**src/rtl/recser_pkg.sv**
```systemverilog
package recser_pkg;

    localparam logic [7:0] HDR_PRE  = 8'hA1;
    localparam logic [7:0] HDR_POST = 8'hA3;
    localparam int         BYTE_W   = 8;

    typedef enum logic [1:0] {
        SQ_IDLE,
        SQ_FETCH,
        SQ_SEND
    } seq_state_e;

    typedef enum logic [1:0] {
        TX_FREE,
        TX_WAIT_ACK,
        TX_WAIT_REL
    } tx_state_e;

    function automatic logic [7:0] header_code(input logic post);
        return post ? HDR_POST : HDR_PRE;
    endfunction

endpackage

```
**src/rtl/recser_fetch_port.sv**
```systemverilog
module recser_fetch_port (
    input  logic clk,
    input  logic rst,
    input  logic want,
    input  logic fetch_ack,
    output logic fetch_req,
    output logic got
);

    assign got = fetch_req && fetch_ack;

    always_ff @(posedge clk) begin
        if (rst) begin
            fetch_req <= 1'b0;
        end else if (fetch_req && fetch_ack) begin
            fetch_req <= 1'b0;
        end else if (want && !fetch_req && !fetch_ack) begin
            fetch_req <= 1'b1;
        end
    end

    // request held until acknowledged
    p_req_held_r7: assert property (@(posedge clk) disable iff (rst)
        (fetch_req && !fetch_ack) |=> fetch_req);

    // no new request while the previous acknowledge is still high
    p_no_req_over_ack_r7: assert property (@(posedge clk) disable iff (rst)
        (!fetch_req && fetch_ack) |=> !fetch_req);

endmodule

```
**src/rtl/recser_tx_port.sv**
```systemverilog
module recser_tx_port
    import recser_pkg::*;
(
    input  logic       clk,
    input  logic       rst,
    input  logic       send,
    input  logic [7:0] byte_in,
    input  logic       tx_ack,
    output logic       tx_req,
    output logic [7:0] tx_byte,
    output logic       free,
    output logic       byte_done
);

    tx_state_e st;

    assign free      = (st == TX_FREE);
    assign byte_done = (st == TX_WAIT_REL) && !tx_ack;

    always_ff @(posedge clk) begin
        if (rst) begin
            st      <= TX_FREE;
            tx_req  <= 1'b0;
            tx_byte <= '0;
        end else begin
            case (st)
                TX_FREE: begin
                    if (send) begin
                        tx_byte <= byte_in;
                        tx_req  <= 1'b1;
                        st      <= TX_WAIT_ACK;
                    end
                end
                TX_WAIT_ACK: begin
                    if (tx_ack) begin
                        tx_req <= 1'b0;
                        st     <= TX_WAIT_REL;
                    end
                end
                TX_WAIT_REL: begin
                    if (!tx_ack) begin
                        st <= TX_FREE;
                    end
                end
                default: st <= TX_FREE;
            endcase
        end
    end

    // byte held stable until acknowledged
    p_byte_held_r6: assert property (@(posedge clk) disable iff (rst)
        (tx_req && !tx_ack) |=> (tx_req && $stable(tx_byte)));

    // no new byte while the acknowledge is still high
    p_wait_release_r6: assert property (@(posedge clk) disable iff (rst)
        (!tx_req && tx_ack) |=> !tx_req);

endmodule

```
**src/rtl/recser_byte_pick.sv**
```systemverilog
module recser_byte_pick #(
    parameter int REC_BYTES = 4,
    parameter int IDX_W     = 2
) (
    input  logic [REC_BYTES*8-1:0] rec_flat,
    input  logic [IDX_W-1:0]       idx,
    output logic [7:0]             byte_out
);

    logic [7:0] lane [REC_BYTES];

    for (genvar k = 0; k < REC_BYTES; k++) begin : g_lane
        assign lane[k] = rec_flat[k*8 +: 8];
    end

    always_comb begin
        byte_out = '0;
        for (int k = 0; k < REC_BYTES; k++) begin
            if (idx == IDX_W'(k)) begin
                byte_out = lane[k];
            end
        end
    end

endmodule

```
**src/rtl/rec_byte_serializer.sv**
```systemverilog
module rec_byte_serializer
    import recser_pkg::*;
#(
    parameter int CHANNELS = 16
) (
    input  logic                clk,
    input  logic                rst,
    input  logic                start,
    output logic                fetch_req,
    input  logic                fetch_ack,
    input  logic [CHANNELS-1:0] fetch_data,
    input  logic [7:0]          fetch_stamp,
    input  logic                fetch_post,
    input  logic                fetch_last,
    output logic                tx_req,
    output logic [7:0]          tx_byte,
    input  logic                tx_ack,
    output logic                done
);

    localparam int DATA_BYTES = CHANNELS / BYTE_W;
    localparam int REC_BYTES  = DATA_BYTES + 2;
    localparam int IDX_W      = $clog2(REC_BYTES);
    localparam logic [IDX_W-1:0] LAST_IDX = IDX_W'(REC_BYTES - 1);

    seq_state_e               st;
    logic [IDX_W-1:0]         idx;
    logic [REC_BYTES*8-1:0]   rec_q;
    logic                     last_q;
    logic                     got;
    logic                     tx_free;
    logic                     byte_done;
    logic                     send;
    logic [7:0]               cur_byte;

    recser_fetch_port u_fetch (
        .clk       (clk),
        .rst       (rst),
        .want      (st == SQ_FETCH),
        .fetch_ack (fetch_ack),
        .fetch_req (fetch_req),
        .got       (got)
    );

    recser_byte_pick #(
        .REC_BYTES (REC_BYTES),
        .IDX_W     (IDX_W)
    ) u_pick (
        .rec_flat (rec_q),
        .idx      (idx),
        .byte_out (cur_byte)
    );

    assign send = (st == SQ_SEND) && tx_free;

    recser_tx_port u_tx (
        .clk       (clk),
        .rst       (rst),
        .send      (send),
        .byte_in   (cur_byte),
        .tx_ack    (tx_ack),
        .tx_req    (tx_req),
        .tx_byte   (tx_byte),
        .free      (tx_free),
        .byte_done (byte_done)
    );

    always_ff @(posedge clk) begin
        if (rst) begin
            st     <= SQ_IDLE;
            idx    <= '0;
            rec_q  <= '0;
            last_q <= 1'b0;
            done   <= 1'b0;
        end else begin
            done <= 1'b0;
            case (st)
                SQ_IDLE: begin
                    if (start) begin
                        st <= SQ_FETCH;
                    end
                end
                SQ_FETCH: begin
                    if (got) begin
                        rec_q  <= {fetch_stamp, fetch_data, header_code(fetch_post)};
                        last_q <= fetch_last;
                        idx    <= '0;
                        st     <= SQ_SEND;
                    end
                end
                SQ_SEND: begin
                    if (byte_done) begin
                        if (idx == LAST_IDX) begin
                            if (last_q) begin
                                done <= 1'b1;
                                st   <= SQ_IDLE;
                            end else begin
                                st <= SQ_FETCH;
                            end
                        end else begin
                            idx <= idx + 1'b1;
                        end
                    end
                end
                default: st <= SQ_IDLE;
            endcase
        end
    end

    // the first byte offered for a record is a valid header
    p_header_first_r3: assert property (@(posedge clk) disable iff (rst)
        (tx_req && idx == '0) |-> (tx_byte == HDR_PRE || tx_byte == HDR_POST));

    // a fetch starts only with no byte outstanding
    p_fetch_after_record_r7: assert property (@(posedge clk) disable iff (rst)
        $rose(fetch_req) |-> !tx_req);

    // completion is a single-cycle pulse with both sides quiet
    p_done_single_r8: assert property (@(posedge clk) disable iff (rst)
        done |=> !done);

    p_done_quiet_r8: assert property (@(posedge clk) disable iff (rst)
        done |-> (!fetch_req && !tx_req));

    // start while sending does not leave the sending state
    p_start_busy_r2: assert property (@(posedge clk) disable iff (rst)
        (st == SQ_SEND && start && !byte_done) |=> (st == SQ_SEND));

endmodule

```
**config.mk**
```make
export PLATFORM = sky130hd
export DESIGN_NAME = rec_byte_serializer
export DESIGN_NICKNAME = d
export VERILOG_FILES = /design/src/rtl/recser_pkg.sv /design/src/rtl/recser_fetch_port.sv /design/src/rtl/recser_tx_port.sv /design/src/rtl/recser_byte_pick.sv /design/src/rtl/rec_byte_serializer.sv
export SDC_FILE = /design/constraint.sdc
export NUM_CORES = 1
export LEC_CHECK = 0
export ABC_AREA = 1
export BUFFER_PORTS_ARGS = -buffer_cell sky130_fd_sc_hd__buf_2
export CAP_MARGIN = 20
export CORE_UTILIZATION = 58
export CTS_CLUSTER_DIAMETER = 100
export DETAILED_ROUTE_END_ITERATION = 8
export PLACE_DENSITY = 0.84
export SLEW_MARGIN = 40
export SYNTH_ARGS = -nofsm -noshare
export SYNTH_HDL_FRONTEND = slang
export SYNTH_HIERARCHICAL = 1
export SYNTH_SLANG_ARGS = --single-unit
```
**constraint.sdc**
```tcl
create_clock -name clk -period 3.5 [get_ports clk]
set_clock_uncertainty 0.2 [all_clocks]
set_input_delay 0.175 -clock clk [delete_from_list [all_inputs] [get_ports clk]]
set_output_delay 0.175 -clock clk [all_outputs]
set_load 0.03 [all_outputs]
```
==> impl_metrics.prom, run 1 <==
# TYPE chip_impl_metric gauge
chip_impl_info{name="status",value="finished, final reports clean"} 1
chip_impl_metric{name="area.growth.synth_to_final",unit="%"} 23.50
chip_impl_metric{name="grt_max_degree",unit=""} 34
chip_impl_metric{name="met1_usage",unit="%"} 32.17
chip_impl_metric{name="place.detailed.instances",unit=""} 354
chip_impl_metric{name="global_route_track_usage_on_met2",unit="%"} 47.28
chip_impl_metric{name="critical_path_required",unit="ns"} 3.49
chip_impl_metric{name="synth-edff-count",unit=""} 0
chip_impl_metric{name="die_x",unit="um"} 62.83
chip_impl_metric{name="largest_voltage_drop_on_the_vdd_net",unit="mV"} 0.3034
chip_impl_metric{name="cts_resized",unit=""} 0
chip_impl_metric{name="detailedRoute.firstPassIterationCount",unit=""} 4
chip_impl_info{name="cts_tree",value="yes"} 1
chip_impl_info{name="yosys.area.top_type",value="sky130_fd_sc_hd__dfxtp_1"} 1
chip_impl_metric{name="synth.top_cell.area_share",unit="%"} 41.05
chip_impl_metric{name="drive_gt1_share",unit="%"} 22.97
chip_impl_metric{name="max_freq",unit="GHz"} 0.4935
chip_impl_metric{name="max-clock-path-buffers",unit=""} 2
chip_impl_metric{name="initial_utilization",unit="%"} 62.34
chip_impl_metric{name="fill_cell_count",unit=""} 274
chip_impl_metric{name="antenna_found_initial",unit=""} 0
chip_impl_metric{name="reg2reg_depth",unit=""} 6
chip_impl_metric{name="detailed_place_hpwl",unit="mm"} 2.941
chip_impl_info{name="setup.worst_path.class",value="reg2reg"} 1
chip_impl_metric{name="antenna_left",unit=""} 0
chip_impl_info{name="min_path_type",value="in2reg"} 1
chip_impl_info{name="timing.critical_path.to",value="u_tx/tx_byte[1]"} 1
chip_impl_metric{name="slew_violations",unit=""} 0
chip_impl_info{name="timing.critical_path.from",value="u_tx/st[0]"} 1
chip_impl_metric{name="grt_first_pass_wirelength",unit="mm"} 8.452
chip_impl_info{name="grt_setup_unrepaired",value="no"} 1
chip_impl_metric{name="finalNonFillerCells",unit=""} 390
chip_impl_metric{name="routed-via-count",unit=""} 2085
chip_impl_metric{name="yosys_warnings",unit=""} 6
chip_impl_metric{name="track_usage",unit="%"} 27.57
chip_impl_metric{name="totalNegativeSetupSlack",unit="ns"} 0
chip_impl_metric{name="die-height",unit="um"} 62.83
chip_impl_metric{name="synth_area",unit="um^2"} 2146
chip_impl_metric{name="clk-insertion-delay-late",unit="ns"} 0.29
chip_impl_metric{name="grt_pass1_vias",unit=""} 1867
chip_impl_info{name="synth_top_flop_cell",value="sky130_fd_sc_hd__dfxtp_1"} 1
chip_impl_metric{name="num_antenna_cells",unit=""} 0
chip_impl_metric{name="wl_per_cell",unit="um"} 12.81
chip_impl_metric{name="synthesized_netlist_cell_count",unit=""} 281
chip_impl_metric{name="portion_of_the_post_synthesis_area_used_by_sequential_elements",unit="%"} 41.05
chip_impl_metric{name="cap_viol_max_count",unit=""} 0
chip_impl_metric{name="design.core.area",unit="um^2"} 3442
chip_impl_metric{name="synth.distinct_cells",unit=""} 27
chip_impl_metric{name="post_cts.repair.setup_buffers",unit=""} 0
chip_impl_metric{name="htree_levels",unit=""} 2
chip_impl_metric{name="final.period_utilization",unit="%"} 57.89
chip_impl_metric{name="min_path_cells",unit=""} 7
chip_impl_metric{name="leakagePower",unit="nW"} 1.067
chip_impl_info{name="clk_root_buffer_cell",value="sky130_fd_sc_hd__clkbuf_8"} 1
chip_impl_info{name="cp-start-kind",value="register"} 1
chip_impl_metric{name="gr-total-overflow",unit=""} 0
chip_impl_info{name="crit-reg2reg-capture",value="u_tx/tx_byte[1]"} 1
chip_impl_metric{name="ff2ff_setup_slack",unit="ns"} 1.47
chip_impl_metric{name="post-route-min-period",unit="ns"} 2.026
chip_impl_metric{name="final_estimated_routing_congestion_in_global_placement",unit=""} 0.8192
chip_impl_metric{name="site_rows",unit=""} 21
chip_impl_metric{name="port-buffer-count",unit=""} 41
chip_impl_metric{name="avg_vias_per_cell",unit=""} 5.346
chip_impl_metric{name="avgSynthCellArea",unit="um^2"} 7.636
chip_impl_metric{name="drc_violations_left",unit=""} 0
chip_impl_metric{name="clock_transition_at_the_registers_of_the_reported_paths",unit="ns"} 0.08
chip_impl_metric{name="grt_use_met3",unit="%"} 6.752
chip_impl_metric{name="total_cts_buffers",unit=""} 5
chip_impl_metric{name="finalSetupViolations",unit=""} 0
chip_impl_metric{name="worst_slew_pin_slew",unit="ns"} 0.7261
chip_impl_metric{name="fp.dieArea",unit="um^2"} 3947
chip_impl_metric{name="drt-initial-drc-count",unit=""} 127
chip_impl_metric{name="synthArstFlopShare",unit="%"} 0
chip_impl_metric{name="drt_wl_total",unit="mm"} 4.997
chip_impl_metric{name="io-pin-count",unit=""} 42
chip_impl_metric{name="synth-seq-cells",unit=""} 44
chip_impl_metric{name="clkSinkCount",unit=""} 44
chip_impl_info{name="netlist_top_cells_area",value="sky130_fd_sc_hd__dfxtp_1 (41%), sky130_fd_sc_hd__nand3_1 (13%), sky130_fd_sc_hd__nand2_1 (7.5%)"} 1
chip_impl_metric{name="design.final.nets",unit=""} 375
chip_impl_metric{name="power.density_cell_area",unit="nW/um^2"} 393.1
chip_impl_metric{name="fin_ws",unit="ns"} 1.474
chip_impl_metric{name="worst_rel_slew_slack",unit="%"} 51.53
chip_impl_metric{name="timing.hold.ws",unit="ns"} 0.1297
chip_impl_info{name="endpoint_kind",value="register"} 1
chip_impl_metric{name="arrival",unit="ns"} 2.01
chip_impl_info{name="r2r-start",value="u_tx/st[0]"} 1
chip_impl_metric{name="worstPathMaxFanout",unit=""} 18
chip_impl_info{name="busiest_layer",value="met2"} 1
chip_impl_metric{name="final-hold-violation-count",unit=""} 0
chip_impl_metric{name="placement.setup.worst_slack",unit="ns"} 1.517
stage by stage:
stage	util, %	area, um^2	total power [mW]
floorplan	-	2157	0.6812
global placement	66.16	2277	0.6969
detailed placement	66.23	2280	0.7010
CTS	76.99	2650	1.040
global route	76.99	2650	1.089
finish	76.99	2650	1.042
final cells by class:
class | instances | area, um^2 | share of cell area, %
Timing Repair Buffer | 70 | 493.0 | 18.60
Multi-Input combinational cell | 201 | 1047 | 39.52
Sequential cell | 44 | 880.8 | 33.24
Inverter | 21 | 81.33 | 3.069
Clock buffer | 8 | 90.09 | 3.399
Tap cell | 46 | 57.56 | 2.172
worst min path at each step:
stage | startpoint | to | slack (ns)
CTS | start | st[0] | 0.13
finish | start | st[0] | 0.13
global placement | fetch_ack | u_fetch/fetch_req | 0.22
detailed placement | fetch_ack | u_fetch/fetch_req | 0.22
global route | start | st[0] | 0.21
floorplan | rst | u_tx/st[0] | 0.04
synthesized netlist by cell type (2+ instances only):
master                     count
sky130_fd_sc_hd__a21oi_1      32
sky130_fd_sc_hd__a21oi_2      10
sky130_fd_sc_hd__buf_2         4
sky130_fd_sc_hd__buf_4         4
sky130_fd_sc_hd__buf_6         6
sky130_fd_sc_hd__dfxtp_1      44
sky130_fd_sc_hd__inv_1        17
sky130_fd_sc_hd__inv_2         3
sky130_fd_sc_hd__nand2_1      43
sky130_fd_sc_hd__nand2_2      11
sky130_fd_sc_hd__nand2_4       2
sky130_fd_sc_hd__nand3_1      56
sky130_fd_sc_hd__nand3b_1      9
sky130_fd_sc_hd__nand4_1       8
sky130_fd_sc_hd__nor2_1       16
sky130_fd_sc_hd__nor2_4        2
sky130_fd_sc_hd__nor3_1        2
sky130_fd_sc_hd__o21ai_0       3
where the power goes:
group | switching, mW | internal (mW) | leakage [nW] | total, mW
clock | 0.162 | 0.161 | 0.0455 | 0.323
combinational | 0.103 | 0.0725 | 0.666 | 0.175
sequential | 0.0303 | 0.513 | 0.355 | 0.544
total | 0.295 | 0.747 | 1.07 | 1.04
critical path: stages (launching register included):
cell and delay, ns:
sky130_fd_sc_hd__dfxtp_1 0.37, sky130_fd_sc_hd__nor2_4 0.38, sky130_fd_sc_hd__inv_1 0.10, sky130_fd_sc_hd__nor2_2 0.57, sky130_fd_sc_hd__nand3b_1 0.17, sky130_fd_sc_hd__nand2_1 0.10
sky130_fd_sc_hd__nor2_1 0.04
flip-flops by register name (all words and copies together), names as in the netlist:
register and cells:
u_tx/tx_req 1, done 1, u_fetch/fetch_req 1, last_q 1, u_tx/tx_byte 8, idx 2, st 2, rec_q 26
u_tx/st 2
cell usage in the layout (no fill, tap or decap):
cell type                        n
sky130_fd_sc_hd__inv_4           1
sky130_fd_sc_hd__or2_2           1
sky130_fd_sc_hd__nand3_1        56
sky130_fd_sc_hd__nand2_2        11
sky130_fd_sc_hd__dfxtp_1        44
sky130_fd_sc_hd__o21ai_0         3
sky130_fd_sc_hd__nor2_4          2
sky130_fd_sc_hd__dlygate4sd3_1  28
sky130_fd_sc_hd__nand2_4         2
sky130_fd_sc_hd__conb_1          4
sky130_fd_sc_hd__o21ai_1         1
sky130_fd_sc_hd__a21oi_1        32
sky130_fd_sc_hd__nand4_1         8
sky130_fd_sc_hd__clkbuf_8        6
sky130_fd_sc_hd__nor3_1          2
sky130_fd_sc_hd__nand2_1        43
sky130_fd_sc_hd__clkbuf_1        2
sky130_fd_sc_hd__a21oi_2        10
sky130_fd_sc_hd__inv_2           3
sky130_fd_sc_hd__inv_1          17
sky130_fd_sc_hd__buf_2          41
sky130_fd_sc_hd__nor2_1         15
sky130_fd_sc_hd__nor2_2          1
sky130_fd_sc_hd__nand3b_1        9
sky130_fd_sc_hd__buf_4           1
sky130_fd_sc_hd__ha_1            1
routing by layer:
layer / routed length [um] / vias to the layer above
li1: - / 1059
met1: 2131 / 947
met2: 2510 / 67
met3: 218 / 12
met4: 136 / 0
met5: 0 / -
kinds of logic after synthesis:
kind of cell	after synthesis	share of synthesized area [%]
other cells	1	0.1748
flops	44	41.05
simple gates	150	34.93
compound gates	46	12.48
fa+ha+maj	1	0.5830
buf+inv	39	10.79
what timing repair did:
action	4_1_cts	5_1_grt
hold buffers	28	0
endpoints found under the hold margin	29	0
setup endpoints to repair	0	0
No activity file was read; power rests on OpenSTA's default activity.
==> run 2, diff against run 1 <==
Settings changed: CORE_UTILIZATION 58 to 49, PLACE_DENSITY 0.84 to 0.76.
Clock period 3.5 ns to 1.75 ns, I/O delays scaled along.
==> run 2 against run 1 <==
Die area is 18% higher; largest power group unchanged; critical path type is now in2reg; first-iteration DRC count down 13%; critical endpoint is now st[0]; worst hold slack lost 0.12 ns; global-route usage fell by 4.3 points.
==> impl_metrics.prom, run 2 (synthesis results as in run 1) <==
# TYPE chip_impl_metric gauge
chip_impl_info{name="status",value="finished, final reports clean"} 1
chip_impl_metric{name="min_path_cells",unit=""} 2
chip_impl_metric{name="grt_pass1_vias",unit=""} 1825
chip_impl_metric{name="fill_cell_count",unit=""} 373
chip_impl_metric{name="die-height",unit="um"} 68.18
chip_impl_metric{name="io-pin-count",unit=""} 42
chip_impl_info{name="endpoint_kind",value="register"} 1
chip_impl_info{name="register_with_the_most_flip_flops",value="rec_q"} 1
chip_impl_info{name="critical_path_cell_by_cell",value="dlygate4sd3_1, buf_2, nor3_1, inv_1, o21ai_0, nand3_1, nand2_1, nor2_1"} 1
chip_impl_info{name="layout.cells.most_common",value="sky130_fd_sc_hd__nand3_1"} 1
chip_impl_metric{name="fin_ws",unit="ns"} 0.2002
chip_impl_metric{name="placement.setup.worst_slack",unit="ns"} 0.2708
chip_impl_metric{name="final_estimated_routing_congestion_in_global_placement",unit=""} 0.9199
chip_impl_info{name="slowest_stage",value="sky130_fd_sc_hd__dlygate4sd3_1"} 1
chip_impl_metric{name="die_x",unit="um"} 68.18
chip_impl_metric{name="cap_viol_max_count",unit=""} 0
chip_impl_metric{name="largest_reg_flops",unit=""} 26
chip_impl_metric{name="finish.utilization",unit="%"} 65.73
chip_impl_metric{name="site_rows",unit=""} 23
chip_impl_metric{name="arrival",unit="ns"} 1.55
chip_impl_metric{name="critical_path.max_stage_delay",unit="ns"} 0.54
chip_impl_metric{name="clkSinkCount",unit=""} 44
chip_impl_metric{name="reg2reg_depth",unit=""} 7
chip_impl_metric{name="port-buffer-count",unit=""} 41
chip_impl_metric{name="drive_gt1_share",unit="%"} 24.22
chip_impl_metric{name="worstPathMaxFanout",unit=""} 4
chip_impl_metric{name="power.density_cell_area",unit="nW/um^2"} 780.6
chip_impl_metric{name="htree_levels",unit=""} 2
chip_impl_info{name="cts_tree",value="yes"} 1
chip_impl_metric{name="power.sequential.fraction",unit="%"} 49.6
chip_impl_info{name="clk_root_buffer_cell",value="sky130_fd_sc_hd__clkbuf_8"} 1
chip_impl_metric{name="clock_transition_at_the_registers_of_the_reported_paths",unit="ns"} 0.08
chip_impl_metric{name="track_usage",unit="%"} 23.29
chip_impl_metric{name="placed_area",unit="um^2"} 2335
chip_impl_metric{name="wl_per_cell",unit="um"} 12.10
chip_impl_metric{name="cts_resized",unit=""} 0
chip_impl_metric{name="final_cell_area",unit="um^2"} 2705
chip_impl_metric{name="drt-initial-drc-count",unit=""} 110
chip_impl_metric{name="design.final.nets",unit=""} 382
chip_impl_metric{name="fp.dieArea",unit="um^2"} 4648
chip_impl_metric{name="avg_vias_per_cell",unit=""} 5.097
chip_impl_info{name="most-common-layout-cells",value="sky130_fd_sc_hd__nand3_1 (56), sky130_fd_sc_hd__dfxtp_1 (44), sky130_fd_sc_hd__nand2_1 (43)"} 1
chip_impl_metric{name="routed-via-count",unit=""} 2044
chip_impl_metric{name="largest_voltage_drop_on_the_vdd_net",unit="mV"} 0.4255
chip_impl_metric{name="grt_max_degree",unit=""} 30
chip_impl_metric{name="post-route-min-period",unit="ns"} 1.550
chip_impl_metric{name="slew_violations",unit=""} 0
chip_impl_metric{name="design.core.area",unit="um^2"} 4115
chip_impl_metric{name="grt_first_pass_wirelength",unit="mm"} 7.948
chip_impl_metric{name="pwr-share-comb",unit="%"} 19.5
chip_impl_info{name="setup.worst_path.class",value="in2reg"} 1
chip_impl_info{name="cp-start-kind",value="primary input"} 1
chip_impl_metric{name="total_cts_buffers",unit=""} 5
chip_impl_metric{name="clk-insertion-delay-late",unit="ns"} 0.30
chip_impl_info{name="grt_setup_unrepaired",value="no"} 1
chip_impl_metric{name="final.period_utilization",unit="%"} 88.56
chip_impl_metric{name="sw_frac_of_total",unit="%"} 28.21
chip_impl_metric{name="final-hold-violation-count",unit=""} 0
chip_impl_metric{name="finalSetupViolations",unit=""} 0
chip_impl_metric{name="num_antenna_cells",unit=""} 0
chip_impl_metric{name="timing.hold.ws",unit="ns"} 0.01208
chip_impl_info{name="reg_top3",value="rec_q (26), u_tx/tx_byte (8)"} 1
chip_impl_metric{name="cellInternalPower",unit="mW"} 1.516
chip_impl_info{name="min_path_type",value="in2reg"} 1
chip_impl_metric{name="drc_violations_left",unit=""} 0
chip_impl_metric{name="leakagePower",unit="nW"} 1.103
chip_impl_metric{name="area.growth.synth_to_final",unit="%"} 26.06
chip_impl_metric{name="p_clk_share",unit="%"} 30.9
chip_impl_metric{name="gr-total-overflow",unit=""} 0
chip_impl_metric{name="net-switching-power",unit="mW"} 0.5956
chip_impl_metric{name="initial_utilization",unit="%"} 52.14
chip_impl_metric{name="post_cts.repair.setup_buffers",unit=""} 0
chip_impl_metric{name="max_freq",unit="GHz"} 0.6452
chip_impl_metric{name="critical_path_required",unit="ns"} 1.75
chip_impl_metric{name="drt_wl_total",unit="mm"} 4.851
chip_impl_metric{name="antenna_found_initial",unit=""} 0
chip_impl_metric{name="detailedRoute.firstPassIterationCount",unit=""} 4
chip_impl_metric{name="totalNegativeSetupSlack",unit="ns"} 0
chip_impl_metric{name="max-clock-path-buffers",unit=""} 2
chip_impl_metric{name="detailed_place_hpwl",unit="mm"} 3.073
chip_impl_metric{name="antenna_left",unit=""} 0
-- run 2: cell type report --
class                   instances  area [um^2]  area share (%)
flip-flops and latches         44        880.8           32.56
multi-input cells             201         1045           38.62
inverters                      21        81.33           3.006
clock buffers                   8        90.09           3.330
repair buffers                 77        545.5           20.17
well taps                      50        62.56           2.313
-- run 2: stage by stage --
stage          power (mW)  instances
2_1_floorplan       1.362        284
3_3_place_gp        1.422        365
3_5_place_dp        1.429        365
4_1_cts             2.121        401
5_1_grt             2.211        401
6_report            2.112        401
-- run 2: path summary, 6_finish.rpt --
path	start	to	slack [ns]
setup / recovery	tx_ack	st[0]	0.20
hold / removal	rst	rec_q[19]	0.01
setup reg to reg	u_tx/st[1]	st[0]	0.22
hold reg to reg	rec_q[19]	rec_q[19]	0.27
-- run 2: metal layers --
metal,vias to the layer above,track usage [%],part of all wire [%]
li1,1071,-,-
met3,7,5.167,4.5
met5,-,0,0
met2,53,39.34,48
met1,913,28.70,46
met4,0,8.594,1.3
-- run 2: timing repair --
| item | CTS | global route |
|---|---|---|
| setup endpoints to repair | 0 | 0 |
| endpoints found under the hold margin | 31 | 0 |
| hold buffers | 28 | 0 |
-- run 2: power by group through the flow --
stage / Sequential [mW] / Clock [mW] / Combinational [mW]
6_report: 1.05 / 0.651 / 0.412
4_1_cts: 1.05 / 0.667 / 0.406
3_3_place_gp: 1.07 / 0 / 0.350
2_1_floorplan: 1.08 / 0 / 0.284
5_1_grt: 1.05 / 0.702 / 0.457
3_5_place_dp: 1.07 / 0 / 0.358
-- run 2: worst max-delay path: cells and delay by family --
family / cells / cell delay, ns
AO/OA/AOI/OAI: 1 / 0.29
AND/OR/NAND/NOR: 4 / 0.41
buffers and inverters: 3 / 0.77
